File: config.mk
export PLATFORM = sky130hd
export DESIGN_NAME = wavetmr8
export DESIGN_NICKNAME = d
export VERILOG_FILES = /design/src/rtl/wavetmr8_pkg.sv /design/src/rtl/wavetmr8_flag.sv /design/src/rtl/wavetmr8_count.sv /design/src/rtl/wavetmr8_chan.sv /design/src/rtl/wavetmr8.sv
export SDC_FILE = /design/constraint.sdc
export NUM_CORES = 1
export LEC_CHECK = 0
export BUFFER_PORTS_ARGS = -buffer_cell sky130_fd_sc_hd__buf_4
export CAP_MARGIN = 20
export CELL_PAD_IN_SITES_DETAIL_PLACEMENT = 2
export CELL_PAD_IN_SITES_GLOBAL_PLACEMENT = 2
export CORE_MARGIN = 2
export CORE_UTILIZATION = 32
export CTS_CLUSTER_SIZE = 20
export DETAILED_ROUTE_END_ITERATION = 10
export PLACE_DENSITY_LB_ADDON = 0.1
export SYNTH_ARGS = -nofsm -noshare
export SYNTH_HDL_FRONTEND = slang
export SYNTH_SLANG_ARGS = --single-unit
File: constraint.sdc
create_clock -name clk -period 2.8 [get_ports clk]
set_clock_uncertainty 0.2 [all_clocks]
set_input_delay 0.7 -clock clk [delete_from_list [all_inputs] [get_ports clk]]
set_output_delay 0.7 -clock clk [all_outputs]
set_load 0.02 [all_outputs]
File: src/rtl/wavetmr8_pkg.sv
package wavetmr8_pkg;

  typedef enum logic [2:0] {
    WM_NORMAL = 3'd0,
    WM_PWM_PC = 3'd1,
    WM_CTC    = 3'd2
  } wmode_e;

  typedef enum logic [1:0] {
    ACT_HOLD   = 2'd0,
    ACT_TOGGLE = 2'd1,
    ACT_CLEAR  = 2'd2,
    ACT_SET    = 2'd3
  } act_e;

  localparam int NCH   = 2;
  localparam int NFLAG = NCH + 1;

  function automatic logic act_apply(input logic [1:0] act, input logic cur);
    case (act_e'(act))
      ACT_TOGGLE: return ~cur;
      ACT_CLEAR:  return 1'b0;
      ACT_SET:    return 1'b1;
      default:    return cur;
    endcase
  endfunction

  function automatic logic is_pwm(input logic [2:0] m);
    return m == WM_PWM_PC;
  endfunction

  function automatic logic is_ctc(input logic [2:0] m);
    return m == WM_CTC;
  endfunction

  // level of a PWM pin given inversion and the "high" sense
  function automatic logic pwm_level(input logic inv, input logic high);
    return inv ^ high;
  endfunction

endpackage

File: src/rtl/wavetmr8_flag.sv
module wavetmr8_flag (
  input  logic clk,
  input  logic rst_n,
  input  logic set_i,
  input  logic clr_i,
  output logic flag_o
);

  always_ff @(posedge clk) begin
    if (!rst_n) flag_o <= 1'b0;
    else        flag_o <= set_i | (flag_o & ~clr_i);
  end

endmodule

File: src/rtl/wavetmr8_count.sv
module wavetmr8_count #(
  parameter int CW = 8
) (
  input  logic          clk,
  input  logic          rst_n,
  input  logic          step_en,
  input  logic          load,
  input  logic [CW-1:0] load_val,
  input  logic          pwm,
  input  logic          ctc,
  input  logic [CW-1:0] ctc_top,
  output logic [CW-1:0] count,
  output logic          dn_next,
  output logic          ovf_evt,
  output logic          top_evt,
  output logic          bot_evt
);

  localparam logic [CW-1:0] MAXV = {CW{1'b1}};
  localparam logic [CW-1:0] ONE  = {{(CW-1){1'b0}}, 1'b1};

  logic          dn_q;
  logic [CW-1:0] nxt;

  function automatic logic [CW-1:0] step_val(input logic [CW-1:0] c,
                                             input logic p, input logic k,
                                             input logic d,
                                             input logic [CW-1:0] t);
    if (p) return d ? c - ONE : c + ONE;
    if (k && c == t) return '0;
    return c + ONE;
  endfunction

  // direction used by this step: turn at the two ends
  always_comb begin
    if (!pwm)               dn_next = 1'b0;
    else if (count == MAXV) dn_next = 1'b1;
    else if (count == '0)   dn_next = 1'b0;
    else                    dn_next = dn_q;
  end

  assign nxt     = step_val(count, pwm, ctc, dn_next, ctc_top);
  assign ovf_evt = step_en && (nxt == '0) && (!ctc || count == MAXV);
  assign top_evt = step_en && pwm && (count == MAXV);
  assign bot_evt = step_en && pwm && (count == '0);

  always_ff @(posedge clk) begin
    if (!rst_n) begin
      count <= '0;
      dn_q  <= 1'b0;
    end else begin
      if (load)         count <= load_val;
      else if (step_en) count <= nxt;
      if (step_en)      dn_q  <= dn_next;
    end
  end

endmodule

File: src/rtl/wavetmr8_chan.sv
module wavetmr8_chan
  import wavetmr8_pkg::*;
#(
  parameter int CW = 8
) (
  input  logic          clk,
  input  logic          rst_n,
  input  logic          step_en,
  input  logic          pwm,
  input  logic          top_evt,
  input  logic          bot_evt,
  input  logic          dn_next,
  input  logic [CW-1:0] count,
  input  logic          we,
  input  logic [CW-1:0] wdata,
  input  logic [1:0]    act,
  input  logic          force_i,
  output logic [CW-1:0] ocr,
  output logic          pin,
  output logic          hit_evt
);

  logic [CW-1:0] stage_q;
  logic          pin_nxt;
  logic          pwm_drive;
  logic          pwm_inv;

  assign hit_evt   = step_en && (count == ocr);
  assign pwm_drive = act[1];
  assign pwm_inv   = (act == 2'b11);

  always_comb begin
    pin_nxt = pin;
    if (!pwm) begin
      if (hit_evt || force_i) pin_nxt = act_apply(act, pin);
    end else if (pwm_drive) begin
      if (bot_evt)      pin_nxt = pwm_level(pwm_inv, ocr != '0);
      else if (hit_evt) pin_nxt = pwm_level(pwm_inv, dn_next);
    end
  end

  always_ff @(posedge clk) begin
    if (!rst_n) begin
      stage_q <= '0;
      ocr     <= '0;
      pin     <= 1'b0;
    end else begin
      if (we) stage_q <= wdata;
      if (we && !pwm)   ocr <= wdata;
      else if (top_evt) ocr <= stage_q;
      pin <= pin_nxt;
    end
  end

endmodule

File: src/rtl/wavetmr8.sv
module wavetmr8
  import wavetmr8_pkg::*;
#(
  parameter int CW = 8
) (
  input  logic             clk,
  input  logic             rst_n,
  input  logic             tick,
  input  logic [2:0]       wave_mode,
  input  logic [1:0]       act_a,
  input  logic [1:0]       act_b,
  input  logic             cnt_we,
  input  logic [CW-1:0]    cnt_wdata,
  input  logic             cmp_a_we,
  input  logic             cmp_b_we,
  input  logic [CW-1:0]    cmp_wdata,
  input  logic             force_a,
  input  logic             force_b,
  input  logic [NFLAG-1:0] flag_w1c,
  input  logic [NFLAG-1:0] flag_ack,
  output logic [CW-1:0]    count,
  output logic [CW-1:0]    cmp_a,
  output logic [CW-1:0]    cmp_b,
  output logic             pin_a,
  output logic             pin_b,
  output logic             ovf_flag,
  output logic             hit_a_flag,
  output logic             hit_b_flag
);

  // named internal events (observed by the checker)
  logic             step_en;
  logic             pwm_m;
  logic             ctc_m;
  logic             ovf_evt;
  logic             top_evt;
  logic             bot_evt;
  logic             dn_next;
  logic [NCH-1:0]   hit_v;
  logic [NCH-1:0]   we_v;
  logic [NCH-1:0]   force_v;
  logic [NCH-1:0]   pin_v;
  logic [1:0]       act_v [NCH];
  logic [CW-1:0]    ocr_v [NCH];
  logic [NFLAG-1:0] set_v;
  logic [NFLAG-1:0] flag_v;

  assign step_en = tick & ~cnt_we;
  assign pwm_m   = is_pwm(wave_mode);
  assign ctc_m   = is_ctc(wave_mode);

  assign we_v     = {cmp_b_we, cmp_a_we};
  assign force_v  = {force_b, force_a};
  assign act_v[0] = act_a;
  assign act_v[1] = act_b;

  wavetmr8_count #(.CW(CW)) u_count (
    .clk      (clk),
    .rst_n    (rst_n),
    .step_en  (step_en),
    .load     (cnt_we),
    .load_val (cnt_wdata),
    .pwm      (pwm_m),
    .ctc      (ctc_m),
    .ctc_top  (ocr_v[0]),
    .count    (count),
    .dn_next  (dn_next),
    .ovf_evt  (ovf_evt),
    .top_evt  (top_evt),
    .bot_evt  (bot_evt)
  );

  for (genvar i = 0; i < NCH; i++) begin : g_ch
    wavetmr8_chan #(.CW(CW)) u_chan (
      .clk     (clk),
      .rst_n   (rst_n),
      .step_en (step_en),
      .pwm     (pwm_m),
      .top_evt (top_evt),
      .bot_evt (bot_evt),
      .dn_next (dn_next),
      .count   (count),
      .we      (we_v[i]),
      .wdata   (cmp_wdata),
      .act     (act_v[i]),
      .force_i (force_v[i] & ~pwm_m),
      .ocr     (ocr_v[i]),
      .pin     (pin_v[i]),
      .hit_evt (hit_v[i])
    );
  end

  assign set_v = {hit_v, ovf_evt};

  for (genvar f = 0; f < NFLAG; f++) begin : g_flag
    wavetmr8_flag u_flag (
      .clk    (clk),
      .rst_n  (rst_n),
      .set_i  (set_v[f]),
      .clr_i  (flag_w1c[f] | flag_ack[f]),
      .flag_o (flag_v[f])
    );
  end

  assign cmp_a      = ocr_v[0];
  assign cmp_b      = ocr_v[1];
  assign pin_a      = pin_v[0];
  assign pin_b      = pin_v[1];
  assign ovf_flag   = flag_v[0];
  assign hit_a_flag = flag_v[1];
  assign hit_b_flag = flag_v[2];

endmodule

==> qor.csv <==
metric;value;unit
slowest stage delay, CP;0.40;ns
Post-Route WL;9590;µm
leading cell type in the layout, fill and taps excluded;buf_4;
cts bufs inserted;5;
min-delay worst type;register to register;
top_reg_cell synth;dfxtp_1;
initial drt markers;55;
RSZ-0062 raised after global routing;no;
Fin. Hold Viols;0;
fin crit share;92.4;%
Pins Over Slew Limit;0;
total leakage power;1.69;nW
post-synthesis instance total;321;
Site Rows;33;
Worst-Margin Slew;0.586;ns
Critical Path Sink Type;register;
Syn Std Cell Area;2780;µm²
Post-CTS Setup Bufs;0;
full die area;9430;µm²
met1 WL;4650;µm
#FFs+latches synth;46;
Data required, critical path;2.85;ns
first-pass GRT wire length;15800;µm
clk root buf;clkbuf_8;
met3 WL post-DR;352;µm
diode count;0;
Avg Vias per Cell;5.35;
Area Growth Syn to Fin;26.7;%
clk buf depth;2;
Post-Syn Nets;362;
dpl ws;0.185;ns
met2 WL post-DR;4540;µm
crit-path leading delay family;compound AO/OA/AOI/OAI gates;
kind of critical path;register to register;
largest net degree at the start of global routing;47;
EDFF count, synth;0;
CP startpoint kind;register;
Clock transition at path regs;0.10;ns
Port Buf Inserts;65;
Total Routing Usage GR;20.6;%
Skew-Pair Late Insertion Delay;0.31;ns
VDD IR max;0.000253;V
share of cells above drive strength 1;24.5;%
CP Cell Sequence;inv_1 -> ha_1 -> nor3b_2 -> a21boi_1 -> o21ai_4 -> buf_4 -> a21o_1 -> nand2_1 -> a2111o_1 -> o21ai_1;
number of max-cap violations;0;
Max Used Layer;met4;
Die Y;97.1;µm
Max Clock Freq;386;MHz
Seq/Total Area, Yosys;33.2;%
Routability Congestion;0.832;
WL per Instance;19.6;µm
number of distinct library cells after synthesis;47;
# setup viols final;0;
initial core utilization;33.4;%
Worst path slowest cell;a2111o_1;
critical path arrival;2.64;ns
initial antenna violation count;0;
fin nets;424;
Slew HR;60.8;%
# clock sinks;46;
R2R cell count;10;
Crit Path Max Fanout;12;
status;finished, final reports clean;
cell count along the critical path;10;
TritonCTS clock tree;done;
warnings from Yosys;0;
vias in the first global route;2835;
hold path depth;2;
grt ovf;0;
most frequent cells in the layout;buf_4 (78), dfxtp_1 (46), nand2_1 (40), mux2i_1 (34), nor2b_1 (19);
min Tclk post-route;2.59;ns
DR vias;2615;
CTS H-Tree Depth;2;
setup TNS;0;ns
post-cts sizing count;0;
ys async rst share;0;%
Die W;97.1;µm
final setup margin;0.213;ns
Initial DRT Pass Iterations;4;
CP bufs+invs;2;
Mean Syn Cell Area;8.65;µm²
Post-DP HPWL;7240;µm
number of I/O pins;66;
PD cells;479;nW/µm²
fill count;956;
CTS hold repair buffers;0;
Final ANT Viol Nets;0;
core area;8300;µm²
DR DRC count;0;
## per-layer routing
layer / up-vias / global-route usage, %
li1: 1259 / -
met5: - / 0
met4: 0 / 2.60
met3: 5 / 3.09
met1: 1296 / 28.5
met2: 55 / 35.0
## area by class of cell
cell class	instances	area (µm²)	share of cell area (%)
Multi-Input combinational cell	244	1710	48.8
Sequential cell	46	921	26.2
Timing Repair Buffer	79	606	17.2
Tap cell	105	131	3.74
Clock buffer	5	68.8	1.96
Clock inverter	3	48.8	1.39
Inverter	7	26.3	0.747
## synthesized netlist by cell type (5+ instances only)
| library cell | count | area [µm²] |
|---|---|---|
| nand2_1 | 40 | 150 |
| buf_2 | 5 | 25.0 |
| nor2b_1 | 19 | 119 |
| xor2_1 | 17 | 149 |
| o21ai_0 | 7 | 35.0 |
| mux2i_1 | 34 | 340 |
| o211ai_1 | 6 | 45.0 |
| clkbuf_1 | 14 | 52.6 |
| dfxtp_1 | 46 | 921 |
| nand3_1 | 13 | 65.1 |
| nor4_1 | 7 | 43.8 |
| a21oi_1 | 16 | 80.1 |
| o211a_1 | 18 | 180 |
| and3_1 | 6 | 37.5 |
| inv_1 | 7 | 26.3 |
| nor2_1 | 12 | 45.0 |
## worst paths after layout
check	from	endpoint	slack, ns
hold reg to reg	g_flag[0].u_flag.flag_o	g_flag[0].u_flag.flag_o	0.28
setup reg to reg	u_count.count[0]	g_flag[0].u_flag.flag_o	0.21
setup / recovery	u_count.count[0]	g_flag[0].u_flag.flag_o	0.21
hold / removal	g_flag[0].u_flag.flag_o	g_flag[0].u_flag.flag_o	0.28
## stage by stage
step                total power, mW  instances  cell area, µm²  hold WS, ns  utilization, %
detailed placement             1.16        481            3390        0.266            40.9
finish                         1.68        489            3520        0.276            42.4
global route                   1.77        489            3520        0.316            42.4
floorplan                     0.985        321            2780        0.282               -
global placement               1.15        481            3390        0.255            40.9
CTS                            1.71        489            3510        0.280            42.3
## sequential cells by signal, summed over array words and instances (netlist names)
name                  count
g_ch.u_chan.ocr          16
u_count.dn_q              1
g_flag.u_flag.flag_o      3
g_ch.u_chan.pin           2
g_ch.u_chan.stage_q      16
u_count.count             8
## kinds of logic (layout without fill, tap and decap cells)
| group | count (synthesis) | after routing | share of synthesized area (%) |
|---|---|---|---|
| AO/OA/AOI/OAI | 67 | 67 | 18.1 |
| multiplexers | 35 | 35 | 12.7 |
| XOR/XNOR | 21 | 21 | 6.63 |
| adder cells (fa/ha/maj) | 4 | 4 | 1.80 |
| flip-flops | 46 | 46 | 33.2 |
| AND/OR/NAND/NOR | 117 | 117 | 22.4 |
| buffers and inverters | 31 | 94 | 5.23 |
## report_power, final
| group | internal [mW] | switching (mW) | leakage, nW |
|---|---|---|---|
| sequential | 0.697 | 0.0558 | 0.380 |
| combinational | 0.183 | 0.212 | 1.25 |
| clock | 0.272 | 0.264 | 0.0563 |
| total | 1.15 | 0.532 | 1.69 |
## worst reg2reg max path, cell delays in order (launching register included)
cell	delay (ns)
dfxtp_1	0.34
inv_1	0.18
ha_1	0.18
nor3b_2	0.21
a21boi_1	0.15
o21ai_4	0.27
buf_4	0.25
a21o_1	0.12
nand2_1	0.10
a2111o_1	0.40
o21ai_1	0.13
Power figures use the tool's default switching activity.
